==> config.mk <==
export PLATFORM = sky130hd
export DESIGN_NAME = tcu_top
export DESIGN_NICKNAME = d
export VERILOG_FILES = /design/src/rtl/tcu_pkg.sv /design/src/rtl/tcu_event_sync.sv /design/src/rtl/tcu_counter.sv /design/src/rtl/tcu_channel.sv /design/src/rtl/tcu_top.sv
export SDC_FILE = /design/constraint.sdc
export NUM_CORES = 1
export LEC_CHECK = 0
export BUFFER_PORTS_ARGS = -buffer_cell sky130_fd_sc_hd__buf_2
export CAP_MARGIN = 10
export CORE_MARGIN = 1.5
export CORE_UTILIZATION = 29
export CTS_CLUSTER_DIAMETER = 60
export CTS_CLUSTER_SIZE = 30
export DETAILED_ROUTE_END_ITERATION = 10
export SETUP_SLACK_MARGIN = 0.5
export SLEW_MARGIN = 20
export SYNTH_ARGS = -nofsm -noshare
export SYNTH_HDL_FRONTEND = slang
export SYNTH_SLANG_ARGS = --single-unit
==> constraint.sdc <==
create_clock -name clk_i -period 1.7 [get_ports clk_i]
set_clock_uncertainty 0.15 [all_clocks]
set_input_delay 0 -clock clk_i [delete_from_list [all_inputs] [get_ports clk_i]]
set_output_delay 0 -clock clk_i [all_outputs]
set_load 0.02 [all_outputs]
==> src/rtl/tcu_pkg.sv <==
package tcu_pkg;
  localparam int unsigned CNT_W  = 16;
  localparam int unsigned BYTE_W = 8;
  localparam int unsigned ADDR_W = 5;

  typedef enum logic [1:0] {
    MODE_TIMER = 2'd0,
    MODE_EVENT = 2'd1,
    MODE_GATED = 2'd2,
    MODE_HALT  = 2'd3
  } cnt_mode_e;

  localparam logic [ADDR_W-1:0] A_CTRL   = 5'd0;
  localparam logic [ADDR_W-1:0] A_OVFCLR = 5'd1;
  localparam logic [ADDR_W-1:0] A_CNT_LO = 5'd2;
  localparam logic [ADDR_W-1:0] A_CNT_HI = 5'd3;
  localparam logic [ADDR_W-1:0] A_SHADOW = 5'd4;
  localparam int unsigned       A_CMP0   = 8;
endpackage

==> src/rtl/tcu_event_sync.sv <==
module tcu_event_sync #(
  parameter int unsigned STAGES = 2
) (
  input  logic clk_i,
  input  logic rst_ni,
  input  logic event_i,
  output logic rise_o
);
  logic [STAGES-1:0] sync_q;
  logic              prev_q;

  always_ff @(posedge clk_i or negedge rst_ni) begin
    if (!rst_ni) begin
      sync_q <= '0;
      prev_q <= 1'b0;
    end else begin
      sync_q <= {sync_q[STAGES-2:0], event_i};
      prev_q <= sync_q[STAGES-1];
    end
  end

  assign rise_o = sync_q[STAGES-1] & ~prev_q;

  // a detected edge never repeats on the next cycle
  p_single_pulse_r4: assert property (@(posedge clk_i) disable iff (!rst_ni)
    rise_o |=> !rise_o);
endmodule

==> src/rtl/tcu_counter.sv <==
module tcu_counter
  import tcu_pkg::*;
(
  input  logic             clk_i,
  input  logic             rst_ni,
  input  logic             run_i,
  input  cnt_mode_e        mode_i,
  input  logic             tick_i,
  input  logic             gate_i,
  input  logic             evt_rise_i,
  input  logic             wr_lo_i,
  input  logic             wr_hi_i,
  input  logic [BYTE_W-1:0] wr_byte_i,
  input  logic             ovf_clr_i,
  output logic [CNT_W-1:0] count_o,
  output logic             ovf_o
);
  logic [CNT_W-1:0] cnt_q;
  logic             ovf_q;
  logic             step;
  logic             load;
  logic             wrap;

  always_comb begin
    unique case (mode_i)
      MODE_TIMER: step = tick_i;
      MODE_EVENT: step = evt_rise_i;
      MODE_GATED: step = tick_i & gate_i;
      default:    step = 1'b0;
    endcase
    step = step & run_i;
  end

  assign load = wr_lo_i | wr_hi_i;
  assign wrap = step & ~load & (&cnt_q);

  always_ff @(posedge clk_i or negedge rst_ni) begin
    if (!rst_ni) begin
      cnt_q <= '0;
    end else if (wr_lo_i) begin
      cnt_q <= {cnt_q[CNT_W-1:BYTE_W], wr_byte_i};
    end else if (wr_hi_i) begin
      cnt_q <= {wr_byte_i, cnt_q[BYTE_W-1:0]};
    end else if (step) begin
      cnt_q <= cnt_q + 1'b1;
    end
  end

  // set beats clear
  always_ff @(posedge clk_i or negedge rst_ni) begin
    if (!rst_ni)        ovf_q <= 1'b0;
    else if (wrap)      ovf_q <= 1'b1;
    else if (ovf_clr_i) ovf_q <= 1'b0;
  end

  assign count_o = cnt_q;
  assign ovf_o   = ovf_q;

  p_hold_stopped_r1: assert property (@(posedge clk_i) disable iff (!rst_ni)
    (!run_i && !load) |=> $stable(cnt_q));
  p_step_one_r2: assert property (@(posedge clk_i) disable iff (!rst_ni)
    (run_i && mode_i == MODE_TIMER && tick_i && !load) |=> cnt_q == $past(cnt_q) + 1'b1);
  p_gate_low_hold_r3: assert property (@(posedge clk_i) disable iff (!rst_ni)
    (mode_i == MODE_GATED && !gate_i && !load) |=> $stable(cnt_q));
  p_ovf_on_wrap_r5: assert property (@(posedge clk_i) disable iff (!rst_ni)
    (step && !load && cnt_q == '1) |=> (ovf_q && cnt_q == '0));
  p_ovf_sticky_r6: assert property (@(posedge clk_i) disable iff (!rst_ni)
    (ovf_q && !ovf_clr_i) |=> ovf_q);
endmodule

==> src/rtl/tcu_channel.sv <==
module tcu_channel
  import tcu_pkg::*;
(
  input  logic              clk_i,
  input  logic              rst_ni,
  input  logic [CNT_W-1:0]  count_i,
  input  logic              wr_cmp_lo_i,
  input  logic              wr_cmp_hi_i,
  input  logic              wr_shadow_i,
  input  logic [BYTE_W-1:0] wr_byte_i,
  input  logic              shadow_bit_i,
  output logic              pin_o
);
  logic [CNT_W-1:0] cmp_q;
  logic             shadow_q;
  logic             pin_q;
  logic             match;

  always_ff @(posedge clk_i or negedge rst_ni) begin
    if (!rst_ni) begin
      cmp_q <= '0;
    end else if (wr_cmp_lo_i) begin
      cmp_q <= {cmp_q[CNT_W-1:BYTE_W], wr_byte_i};
    end else if (wr_cmp_hi_i) begin
      cmp_q <= {wr_byte_i, cmp_q[BYTE_W-1:0]};
    end
  end

  always_ff @(posedge clk_i or negedge rst_ni) begin
    if (!rst_ni)          shadow_q <= 1'b0;
    else if (wr_shadow_i) shadow_q <= shadow_bit_i;
  end

  assign match = (count_i == cmp_q);

  always_ff @(posedge clk_i or negedge rst_ni) begin
    if (!rst_ni)    pin_q <= 1'b0;
    else if (match) pin_q <= shadow_q;
  end

  assign pin_o = pin_q;

  p_pin_hold_r7: assert property (@(posedge clk_i) disable iff (!rst_ni)
    (count_i != cmp_q) |=> $stable(pin_q));
  p_pin_load_r8: assert property (@(posedge clk_i) disable iff (!rst_ni)
    (count_i == cmp_q) |=> pin_q == $past(shadow_q));
  p_cmp_write_r10: assert property (@(posedge clk_i) disable iff (!rst_ni)
    wr_cmp_lo_i |=> cmp_q[BYTE_W-1:0] == $past(wr_byte_i));
endmodule

==> src/rtl/tcu_top.sv <==
module tcu_top
  import tcu_pkg::*;
#(
  parameter int unsigned N_CH = 4
) (
  input  logic              clk_i,
  input  logic              rst_ni,
  input  logic              wr_en_i,
  input  logic [ADDR_W-1:0] wr_addr_i,
  input  logic [BYTE_W-1:0] wr_data_i,
  input  logic              tick_i,
  input  logic              gate_i,
  input  logic              event_i,
  output logic [CNT_W-1:0]  count_o,
  output logic              ovf_o,
  output logic [N_CH-1:0]   cmp_pin_o
);
  logic      run_q;
  cnt_mode_e mode_q;
  logic      evt_rise;
  logic      wr_ctrl;
  logic      wr_shadow;
  logic      unused_data;

  assign wr_ctrl     = wr_en_i && wr_addr_i == A_CTRL;
  assign wr_shadow   = wr_en_i && wr_addr_i == A_SHADOW;
  assign unused_data = ^wr_data_i;

  always_ff @(posedge clk_i or negedge rst_ni) begin
    if (!rst_ni) begin
      run_q  <= 1'b0;
      mode_q <= MODE_TIMER;
    end else if (wr_ctrl) begin
      run_q  <= wr_data_i[0];
      mode_q <= cnt_mode_e'(wr_data_i[2:1]);
    end
  end

  tcu_event_sync #(.STAGES(2)) i_sync (
    .clk_i   (clk_i),
    .rst_ni  (rst_ni),
    .event_i (event_i),
    .rise_o  (evt_rise)
  );

  tcu_counter i_counter (
    .clk_i      (clk_i),
    .rst_ni     (rst_ni),
    .run_i      (run_q),
    .mode_i     (mode_q),
    .tick_i     (tick_i),
    .gate_i     (gate_i),
    .evt_rise_i (evt_rise),
    .wr_lo_i    (wr_en_i && wr_addr_i == A_CNT_LO),
    .wr_hi_i    (wr_en_i && wr_addr_i == A_CNT_HI),
    .wr_byte_i  (wr_data_i),
    .ovf_clr_i  (wr_en_i && wr_addr_i == A_OVFCLR && wr_data_i[0]),
    .count_o    (count_o),
    .ovf_o      (ovf_o)
  );

  for (genvar c = 0; c < N_CH; c++) begin : g_ch
    localparam logic [ADDR_W-1:0] LO_ADDR = ADDR_W'(A_CMP0 + 2*c);
    localparam logic [ADDR_W-1:0] HI_ADDR = ADDR_W'(A_CMP0 + 2*c + 1);

    tcu_channel i_ch (
      .clk_i        (clk_i),
      .rst_ni       (rst_ni),
      .count_i      (count_o),
      .wr_cmp_lo_i  (wr_en_i && wr_addr_i == LO_ADDR),
      .wr_cmp_hi_i  (wr_en_i && wr_addr_i == HI_ADDR),
      .wr_shadow_i  (wr_shadow),
      .wr_byte_i    (wr_data_i),
      .shadow_bit_i (wr_data_i[c]),
      .pin_o        (cmp_pin_o[c])
    );
  end

  p_ctrl_load_r1: assert property (@(posedge clk_i) disable iff (!rst_ni)
    wr_ctrl |=> run_q == $past(wr_data_i[0]));
endmodule

# After elaboration in Yosys (flattened, before gate mapping)
# Index checks and enable logic that the tools add are counted.
# word_totals
register_bits,95
inputBits,19
wordCells,92
# classes
n_addsub,1
n_eq_ne,19
muxes,10
bitwise,13
n_reduce_logical,26
# op_table
cell,n
$eq 16x16->1,4
$eq 5x4->1 const B,8
$mux 8,5
$mux 16,2
$add 16x1->16 const B,1
$reduce_and 16->1,1
$logic_and 1x1->1,14
$reduce_and 2->1,6
$eq 5x2->1 const B,2
$not 1->1,7
$reduce_bool 2->1,3
$and 1x1->1,5
$eq 5x1->1 const B,1
$eq 5x3->1 const B,1
$logic_not 5->1,1
$pmux 1 s3,1
$eq 2x1->1 const B,1
$eq 2x2->1 const B,1
$logic_not 2->1,1
$mux 1,2
$ne 2x1->1 const B,1
$or 1x1->1,1

# Depth between registers and ports, before layout
# Gate-level depths: netlist of run 1.
# depth
depth_word,7
depth_mapped,7
mapped_depth_nobuf,6

# Hierarchy
# A second synthesis of run 1 with hierarchy kept.
# hier_totals
cells_unflattened,402
hier_area_um2,4810.9
# by_module_without_submodules
module,n_inst,cells_each,area_each_um2,seq_area_each_um2
tcu_channel,4,60,840.8,450.4
tcu_counter,1,127,1112.3,425.4
tcu_top,1,31,246.5,75.1
tcu_event_sync,1,4,88.8,75.1

# Least setup slack after synthesis of run 1
# OpenSTA, ideal clock, no wires.
# synth_path
path_type,register -> register
from,"register i_counter.cnt_q[9], in the netlist i_counter.count_o[9]"
to,"register i_counter.cnt_q[14], in the netlist i_counter.count_o[14]"
t_arrival_ps,1584
required_ps,1424
slack_ps,-160
stages_incl_launch_ff,7
path_cell_list,dfrtp_1 -> clkbuf_1 -> nand3_1 -> nor4_1 -> a31oi_1 -> o21ai_0 -> o21ai_1
# synth_between
elab_chain_cells,3
# synth_lines
item,line_no,source
"start, declared",tcu_counter.sv:18,logic [CNT_W-1:0] cnt_q;
"start signal, assigned",tcu_counter.sv:41,"cnt_q <= {cnt_q[CNT_W-1:BYTE_W], wr_byte_i};"
"start signal, assigned",tcu_counter.sv:43,"cnt_q <= {wr_byte_i, cnt_q[BYTE_W-1:0]};"
"start signal, assigned",tcu_counter.sv:45,cnt_q <= cnt_q + 1'b1;
$add 16x1->16,tcu_counter.sv:45,
$mux 16,tcu_counter.sv:44,end else if (step) begin
$mux 16,tcu_counter.sv:42,end else if (wr_hi_i) begin
# No other way between the ends. The select of a mux whose other input is x is not followed.
# A chain may end at the register's enable or synchronous reset.

# Worst setup path in the final report of run 1
# layout_path
from,"register i_counter.cnt_q[0], in the netlist i_counter.count_o[0]"
to,register g_ch[3].i_ch.pin_q
# layout_between
elab_chain_cells,1
# layout_lines
item,line_no,source
$eq 16x16->1,tcu_channel.sv:34,assign match = (count_i == cmp_q);
"end signal, assigned",tcu_channel.sv:38,else if (match) pin_q <= shadow_q;
"end, declared",tcu_channel.sv:16,logic pin_q;
# No other way between the ends.

==> metrics, run 1 <==
Die W 132 um; largest net degree at the start of global routing 35; number of synthesized flops with an enable pin 0; asr flop ratio synth 1.00; Antenna Nets Post-Route 0; slowest cell delay on critical path 0.49 ns; violated checks setup timing; GRT met1 Usage 0.220; Fin. Hold Viols 0; HPWL Detailed 9.60 mm; Final period util 1.06; clk buf depth 2; critical path required time 1.78 ns; total number of vias 3629; met2 usage 0.268; worst setup margin -0.0953 ns; YS warnings 0; DRT iter0 DRCs 194; register bit total from synthesis 95; CP cell instances buf_12, xor2_1, nor4_1, nand4_1, mux2_2; H-tree levels 3; CTS tree done; Crit path buffers/inverters 1; die area 17500 um^2; Net Count, Synth 440; commonest non-fill, non-tap cell in the layout dfrtp_1; status complete, but fails checks; Placer Congestion 0.826; RSZ-0062 raised after global routing yes; Starting Density 0.295; crit path time final 1.80 ns; CP delay by family, top flip-flops; Post-Syn Instances 420; crit path max fanout 5; Setup crit end kind register; Antenna Cells 0; Worst Max-Slew Pin Slew 0.487 ns; total track usage 0.164; DRC errors left 0; VDD IR max 0.557 mV; final setup vio count 16; Pleak 2.97 nW; Netlist cell types 46; CTS buffer count 9; slowest stage cell, crit path dfrtp_2; WP data arrival 1.87 ns; row cnt 47; ys flop type dfrtp_1; antenna violations before repair 0; Post-Route WL 14.0 mm; GRT overflow 0; Overall Power 0.00781 W; worst skew pair latency 0.35 ns; area grow syn2layout 35.0%; layout cell share with drive strength beyond 1 0.512; syn avg cell area 11.6 um^2; fmax 557 MHz; Crit Path Class register to register; Die Ht 132 um; most used routing layer met2; Via-to-Cell Ratio 4.96; relative slew slack 0.674; I/O pins 40; number of port buffers 39; met3 GRT Util 0.0285; Floorplan Core Area 16500 um^2; clk sink count 95; startpoint types register; router iterations before antenna repair 4; Mapped Area 4860 um^2; total of max-cap violations 0; vias in the first global route 3813; Hold WS 0.00722 ns; Final nets 527; root buf cell clkbuf_16; Seq/Total Area, Yosys 0.490; global-route wire length before repair 21.6 mm; commonest cells after routing, fill and taps aside 79 x dfrtp_1, 67 x mux2_2, 64 x xor2_1; Slew Viols, Final 0; clock-pin transition on the worst setup and hold timing paths 0.07 ns; HP Class primary input to async pin; cell area power density 1190 nW/um^2; routed len/inst 19.1 um
[what timing repair did]
action | 4_1_cts | 5_1_grt
cloned | 0 | 0
setup buffers | 17 | 6
hold buffers | 8 | 0
endpoints found under the hold margin | 112 | 0
endpoints found under the setup margin | 37 | 45
pin swaps | 11 | 4
gates resized for setup | 60 | 28
[synthesized netlist by cell type, types with 3 or more instances]
library cell	n	share of area
nor4_1	17	0.022
buf_1	4	0.0031
a2bb2oi_1	4	0.0072
and2_1	4	0.0052
a221o_1	3	0.0062
o21ai_0	6	0.0062
nor2b_1	6	0.0077
mux2_2	75	0.17
a21oi_1	11	0.011
o21ai_1	3	0.0031
nor2_1	9	0.0070
nand3_1	10	0.010
and3_1	5	0.0064
nand4_1	10	0.013
dfrtp_1	95	0.49
clkbuf_1	13	0.010
buf_4	5	0.0077
nand2b_1	3	0.0039
o22ai_1	3	0.0039
xor2_1	64	0.12
buf_2	15	0.015
nand2_1	24	0.019
[worst register-to-register path, cell delays in order (launching register included)]
cell and delay, ns:
dfrtp_2 0.49, buf_12 0.16, xor2_1 0.16, nor4_1 0.27, nand4_1 0.16, mux2_2 0.29
[power breakdown]
group / leakage [nW] / switching [W] / internal [W]
Combinational: 1.64 / 0.00110 / 0.00136
Sequential: 1.18 / 0.000512 / 0.00270
Clock: 0.149 / 0.000903 / 0.00123
[worst paths after layout]
| path | cells after the start | to | from | slack, ns |
|---|---|---|---|---|
| setup / recovery | 5 | g_ch[3].i_ch.pin_o | i_counter.count_o[0] | -0.1 |
| hold / removal | 2 | g_ch[1].i_ch.pin_o | rst_ni | 0.007 |
| setup reg to reg | 5 | g_ch[3].i_ch.pin_o | i_counter.count_o[0] | -0.1 |
| hold reg to reg | 0 | i_sync.sync_q[1] | i_sync.sync_q[0] | 0.20 |
| max in group asynchronous | 3 | g_ch[3].i_ch.cmp_q[11] | rst_ni | 0.70 |
| min in group clk_i | 5 | i_counter.count_o[11] | wr_addr_i[0] | 0.02 |
[flip-flops by register name (all words and copies together), names as in the netlist]
signal              cells
g_ch.i_ch.cmp_q        64
i_counter.count_o      16
g_ch.i_ch.pin_o         4
g_ch.i_ch.shadow_q      4
i_sync.sync_q           2
mode_q                  2
i_counter.ovf_o         1
i_sync.prev_q           1
run_q                   1
[metrics by stage]
step,setup TNS (ns),instance area [um^2],utilization,cells,worst slack [ns]
after floorplan,0,5140,-,420,0.0337
final,-0.606,6550,0.398,732,-0.0953
after global placement,-0.710,5670,0.344,685,-0.0980
after global routing,-2.09,6550,0.398,732,-0.166
after detailed placement,-0.865,5670,0.344,685,-0.160
after CTS,-0.612,6400,0.389,726,-0.0870
[metal layers]
layer,vias to the layer above,share of wire,wire (um)
li1,1651,-,-
met1,1864,0.44,6190
met2,89,0.48,6740
met3,25,0.052,729
met4,0,0.024,339
met5,-,0,0
[cells by family after synthesis]
family / synth area share
XOR/XNOR: 0.115
flip-flops: 0.490
buffers and inverters: 0.0371
AND/OR/NAND/NOR: 0.115
multiplexers: 0.178
adder cells (fa/ha/maj): 0.00258
AO/OA/AOI/OAI: 0.0618
[area by class of cell]
type                       count  area (um^2)
multi-input combinational    287         2550
timing repair buffer         113         1010
clock inverter                 5         62.6
tap                          220          275
inverter                       1         3.75
fill                        1550         9910
clock buffer                  11          253
sequential                    95         2400
(Power assumes the default switching activity.)
==> run 2: changes to the inputs <==
Settings changed: CTS_BUF_LIST from default to sky130_fd_sc_hd__clkbuf_4 sky130_fd_sc_hd__clkbuf_8 sky130_fd_sc_hd__clkbuf_16, PLACE_DENSITY from default to 0.52, SLEW_MARGIN 20 to 30.
==> metrics, run 2 (synthesis results as in run 1) <==
status complete, but fails checks; violated checks setup timing; beginning of the critical path i_counter.count_o[10]; crit path max fanout 8; switch share 0.314; critical path required time 1.78 ns; relative slew slack 0.686; Crit Path Class register to register; Starting Density 0.295; commonest non-fill, non-tap cell in the layout dfrtp_1; die area 17500 um^2; startpoint types register; cell area power density 1200 nW/um^2; Setup crit end kind register; Die W 132 um; Non-Filler Instances 727; # fillers 1618; Final nets 522; routed len/inst 20.1 um; worst r2r src i_counter.count_o[10]; Slew Viols, Final 0; Via-to-Cell Ratio 4.99; clock-pin transition on the worst setup and hold timing paths 0.07 ns; RSZ-0062 raised after global routing yes; layout cell share with drive strength beyond 1 0.497; total number of vias 3625; Switch Pwr 0.00244 W; Floorplan Core Area 16500 um^2; antenna violations before repair 0; number of port buffers 39; largest net degree at the start of global routing 60; HP Class primary input to register; Most flops, register g_ch.i_ch.cmp_q; final setup vio count 14; Post-Route WL 14.6 mm; WP data arrival 1.87 ns; clk buf depth 2; CTS buffer count 9; worst skew pair latency 0.35 ns; VDD IR max 0.549 mV; row cnt 47; commonest cells after routing, fill and taps aside 79 x dfrtp_1, 67 x mux2_2, 64 x xor2_1; reg2reg path depth 4; Antenna Nets Post-Route 0; RR Endpoint g_ch[0].i_ch.pin_o; Reg power frac 0.416; Final period util 1.05; fmax 559 MHz; HPWL Detailed 9.72 mm; router iterations before antenna repair 4; CP endpoint g_ch[0].i_ch.pin_o; Pleak 2.97 nW; area grow syn2layout 33.3%; Antenna Cells 0; DRC errors left 0; GRT overflow 0; Fin. Hold Viols 0; DRT iter0 DRCs 254; worst setup margin -0.0883 ns; global-route wire length before repair 22.4 mm; clk sink count 95; root buf cell clkbuf_16; CTS tree done; Worst Max-Slew Pin Slew 0.471 ns; total of max-cap violations 0; placed insts 687; vias in the first global route 3796; total track usage 0.173; Die Ht 132 um; Placer Congestion 0.863; max reg flops 64; FF-to-FF setup slack -0.09 ns; H-tree levels 3; Comb pwr share 0.310; crit path time final 1.79 ns; clock network power share 0.274; Post-Place Worst Slack -0.130 ns; I/O pins 40; cell internal pwr 0.00533 W
## run 2: metal layers
layer | GRT usage | routed length [um] | vias up
met5 | 0 | 0 | -
met4 | 0.0794 | 408 | 0
met3 | 0.0288 | 474 | 24
met2 | 0.267 | 6620 | 81
met1 | 0.237 | 7070 | 1872
li1 | - | - | 1648
## run 2: per-stage QoR
step           setup TNS (ns)  utilization  area [um^2]  power, W  hold WS [ns]
3_3_place_gp           -0.796        0.345         5680   0.00513        -0.293
4_1_cts                -0.575        0.389         6400   0.00772      0.000244
2_1_floorplan               0            -         5140   0.00445        -0.446
3_5_place_dp           -0.896        0.345         5680   0.00517        -0.289
6_report               -0.532        0.393         6470   0.00777       0.00572
5_1_grt                 -2.53        0.393         6470   0.00813        0.0301
## run 2: final cells by class
| type | instances | area, um^2 | area share |
|---|---|---|---|
| clock buffer | 13 | 274 | 0.0423 |
| clock inverter | 3 | 40.0 | 0.00619 |
| inverter | 1 | 3.75 | 0.000580 |
| multi-input combinational | 287 | 2510 | 0.388 |
| sequential | 95 | 2400 | 0.370 |
| tap | 220 | 275 | 0.0425 |
| timing repair buffer | 108 | 973 | 0.150 |
## run 2: worst min path at each step
stage / from / endpoint / slack [ns] / cells past startpoint
6_report: wr_data_i[0] / i_counter.ovf_o / 0.006 / 4
4_1_cts: wr_data_i[0] / i_counter.ovf_o / 0.0002 / 4
3_3_place_gp: rst_ni / g_ch[0].i_ch.shadow_q / -0.29 / 1
3_5_place_dp: rst_ni / g_ch[0].i_ch.shadow_q / -0.29 / 1
2_1_floorplan: rst_ni / g_ch[0].i_ch.cmp_q[0] / -0.45 / 0
5_1_grt: wr_data_i[0] / i_counter.ovf_o / 0.03 / 4
## run 2: timing repair
item / 4_1_cts / 5_1_grt
gates resized for setup: 59 / 15
endpoints found under the hold margin: 109 / 0
pin swaps: 15 / 6
hold buffers: 8 / 0
setup buffers: 13 / 3
setup endpoints to repair: 37 / 55
## run 2: power by group through the flow
stage,Sequential [W],Clock (W),Combinational [W]
final,0.00323,0.00213,0.00240
after global routing,0.00328,0.00226,0.00258
after CTS,0.00322,0.00218,0.00232
after detailed placement,0.00329,0,0.00188
after global placement,0.00327,0,0.00186
after floorplan,0.00309,0,0.00136
## run 2: critical path, stage by stage, from the launching register on
cell and delay, ns:
dfrtp_2 0.54, xor2_1 0.19, nor4_1 0.33, nand4_1 0.17, mux2_2 0.29
==> run 3: changes to the inputs <==
Settings changed: CTS_CLUSTER_DIAMETER 60 to 40.
Clock period 1.7 ns to 1.6 ns, I/O delays scaled along.
==> metrics, run 3 (synthesis results as in run 1) <==
status complete, but fails checks; violated checks hold timing, setup timing; CTS Hold Bufs 6; Starting Density 0.295; HPWL Detailed 10.2 mm; Die Ht 132 um; total number of vias 3694; crit path max fanout 5; Final nets 546; Antenna Nets Post-Route 0; crit path time final 1.82 ns; FF-to-FF setup slack -0.22 ns; router iterations before antenna repair 4; CP cell instances xor2_1, nor4_1, buf_4, nand4_1, mux2_2; reg2reg path depth 5; layout cell share with drive strength beyond 1 0.538; Antenna Cells 0; RR Endpoint g_ch[1].i_ch.pin_o; Final period util 1.14; total track usage 0.181; Hold WS -0.0346 ns; global-route wire length before repair 23.5 mm; GRT overflow 0; Worst Hold Launch wr_addr_i[1]; commonest cells after routing, fill and taps aside 79 x dfrtp_1, 63 x xor2_1, 62 x buf_4; CTS tree done; Pleak 3.13 nW; Overall Power 0.00854 W; worst r2r src i_counter.count_o[1]; Post-Route WL 15.2 mm; Crit Path Class register to register; vias in the first global route 3951; DRT iter0 DRCs 240; clock-pin transition on the worst setup and hold timing paths 0.07 ns; WP data arrival 1.91 ns; row cnt 47; # fillers 1589; root buf cell clkbuf_16; die area 17500 um^2; Fin. Hold Viols 27; largest net degree at the start of global routing 43; Area after DPL 5900 um^2; HP Class primary input to register; slowest cell delay on critical path 0.49 ns; number of port buffers 39; Placer Congestion 0.834; critical path required time 1.68 ns; startpoint types register; area grow syn2layout 41.6%; Slew Viols, Final 0; final setup vio count 21; clk sink count 95; worst setup margin -0.224 ns; H-tree levels 3; slowest stage cell, crit path dfrtp_2; VDD IR max 0.637 mV; Die W 132 um; worst skew pair latency 0.35 ns; max reg flops 64; Hold Crit Endpoint i_counter.count_o[3]; beginning of the critical path i_counter.count_o[1]; CTS buffer count 9; Most flops, register g_ch.i_ch.cmp_q; fmax 548 MHz; DRC errors left 0; antenna violations before repair 0; Floorplan Core Area 16500 um^2; post-route cell area 6880 um^2; relative slew slack 0.723; routed len/inst 20.3 um; commonest non-fill, non-tap cell in the layout dfrtp_1; Via-to-Cell Ratio 4.93; RSZ-0062 raised after global routing yes; I/O pins 40; Setup crit end kind register; Worst Max-Slew Pin Slew 0.416 ns; hold path cells 4; cell area power density 1240 nW/um^2; total of max-cap violations 0; clk buf depth 2
## run 3: cell count changes in the layout (fill, tap and decap cells not counted), sizes merged
| cell | before | now |
|---|---|---|
| bufinv | 1 | 2 |
| clkbuf | 13 | 9 |
| dlymetal6s4s | 1 | 0 |
| dlygate4sd3 | 7 | 6 |
| buf | 100 | 126 |
| clkinvlp | 0 | 1 |
| clkinv | 2 | 3 |
## run 3: final cells by class
| cell class | instances | area [um^2] | share of cell area |
|---|---|---|---|
| clock buffers | 9 | 225 | 0.0328 |
| flip-flops and latches | 95 | 2400 | 0.349 |
| well taps | 220 | 275 | 0.0400 |
| inverters | 1 | 3.75 | 0.000546 |
| multi-input cells | 287 | 2710 | 0.395 |
| repair buffers | 132 | 1170 | 0.171 |
| clock inverters | 6 | 86.3 | 0.0126 |
## run 3: metrics by stage
stage	worst slack (ns)	utilization	TNS [ns]	std cells
after global placement	-0.251	0.358	-4.14	704
after floorplan	-0.0663	-	-0.466	420
after CTS	-0.218	0.406	-3.28	742
after detailed placement	-0.284	0.358	-4.31	704
after global routing	-0.284	0.418	-4.89	750
final	-0.224	0.418	-3.03	750
## run 3: repair_timing
item	CTS	global route
gates resized for setup	72	24
buffers inserted	17	8
gates cloned	0	0
endpoints found under the setup margin	47	51
hold endpoints to repair	109	1
pin swaps	14	6
## run 3: layer usage
metal  vias to the layer above  part of all wire  global-route usage
met3                        20             0.048              0.0408
li1                       1690                 -                   -
met5                         -                 0                   0
met4                         0             0.019              0.0598
met2                       105              0.48               0.289
met1                      1879              0.45               0.243
## run 3: worst max-delay path, delay by kind of cell, from the launching register on
family | cells | cell delay (ns)
buffers and inverters | 1 | 0.18
AND/OR/NAND/NOR | 2 | 0.43
multiplexers | 1 | 0.28
XOR/XNOR | 1 | 0.17
flip-flops | 1 | 0.49
## run 3: power by group
group / leakage [nW] / total (W) / internal [W] / switching (W)
Clock: 0.151 / 0.00229 / 0.00136 / 0.000937
Combinational: 1.80 / 0.00283 / 0.00160 / 0.00123
Sequential: 1.18 / 0.00341 / 0.00287 / 0.000540
Total: 3.13 / 0.00854 / 0.00583 / 0.00271
## run 3: worst max path at each step
stage / to
3_5_place_dp: i_counter.ovf_o
4_1_cts: i_counter.count_o[6]
5_1_grt: g_ch[1].i_ch.pin_o
2_1_floorplan: g_ch[3].i_ch.pin_o
6_report: g_ch[1].i_ch.pin_o
3_3_place_gp: i_counter.count_o[6]
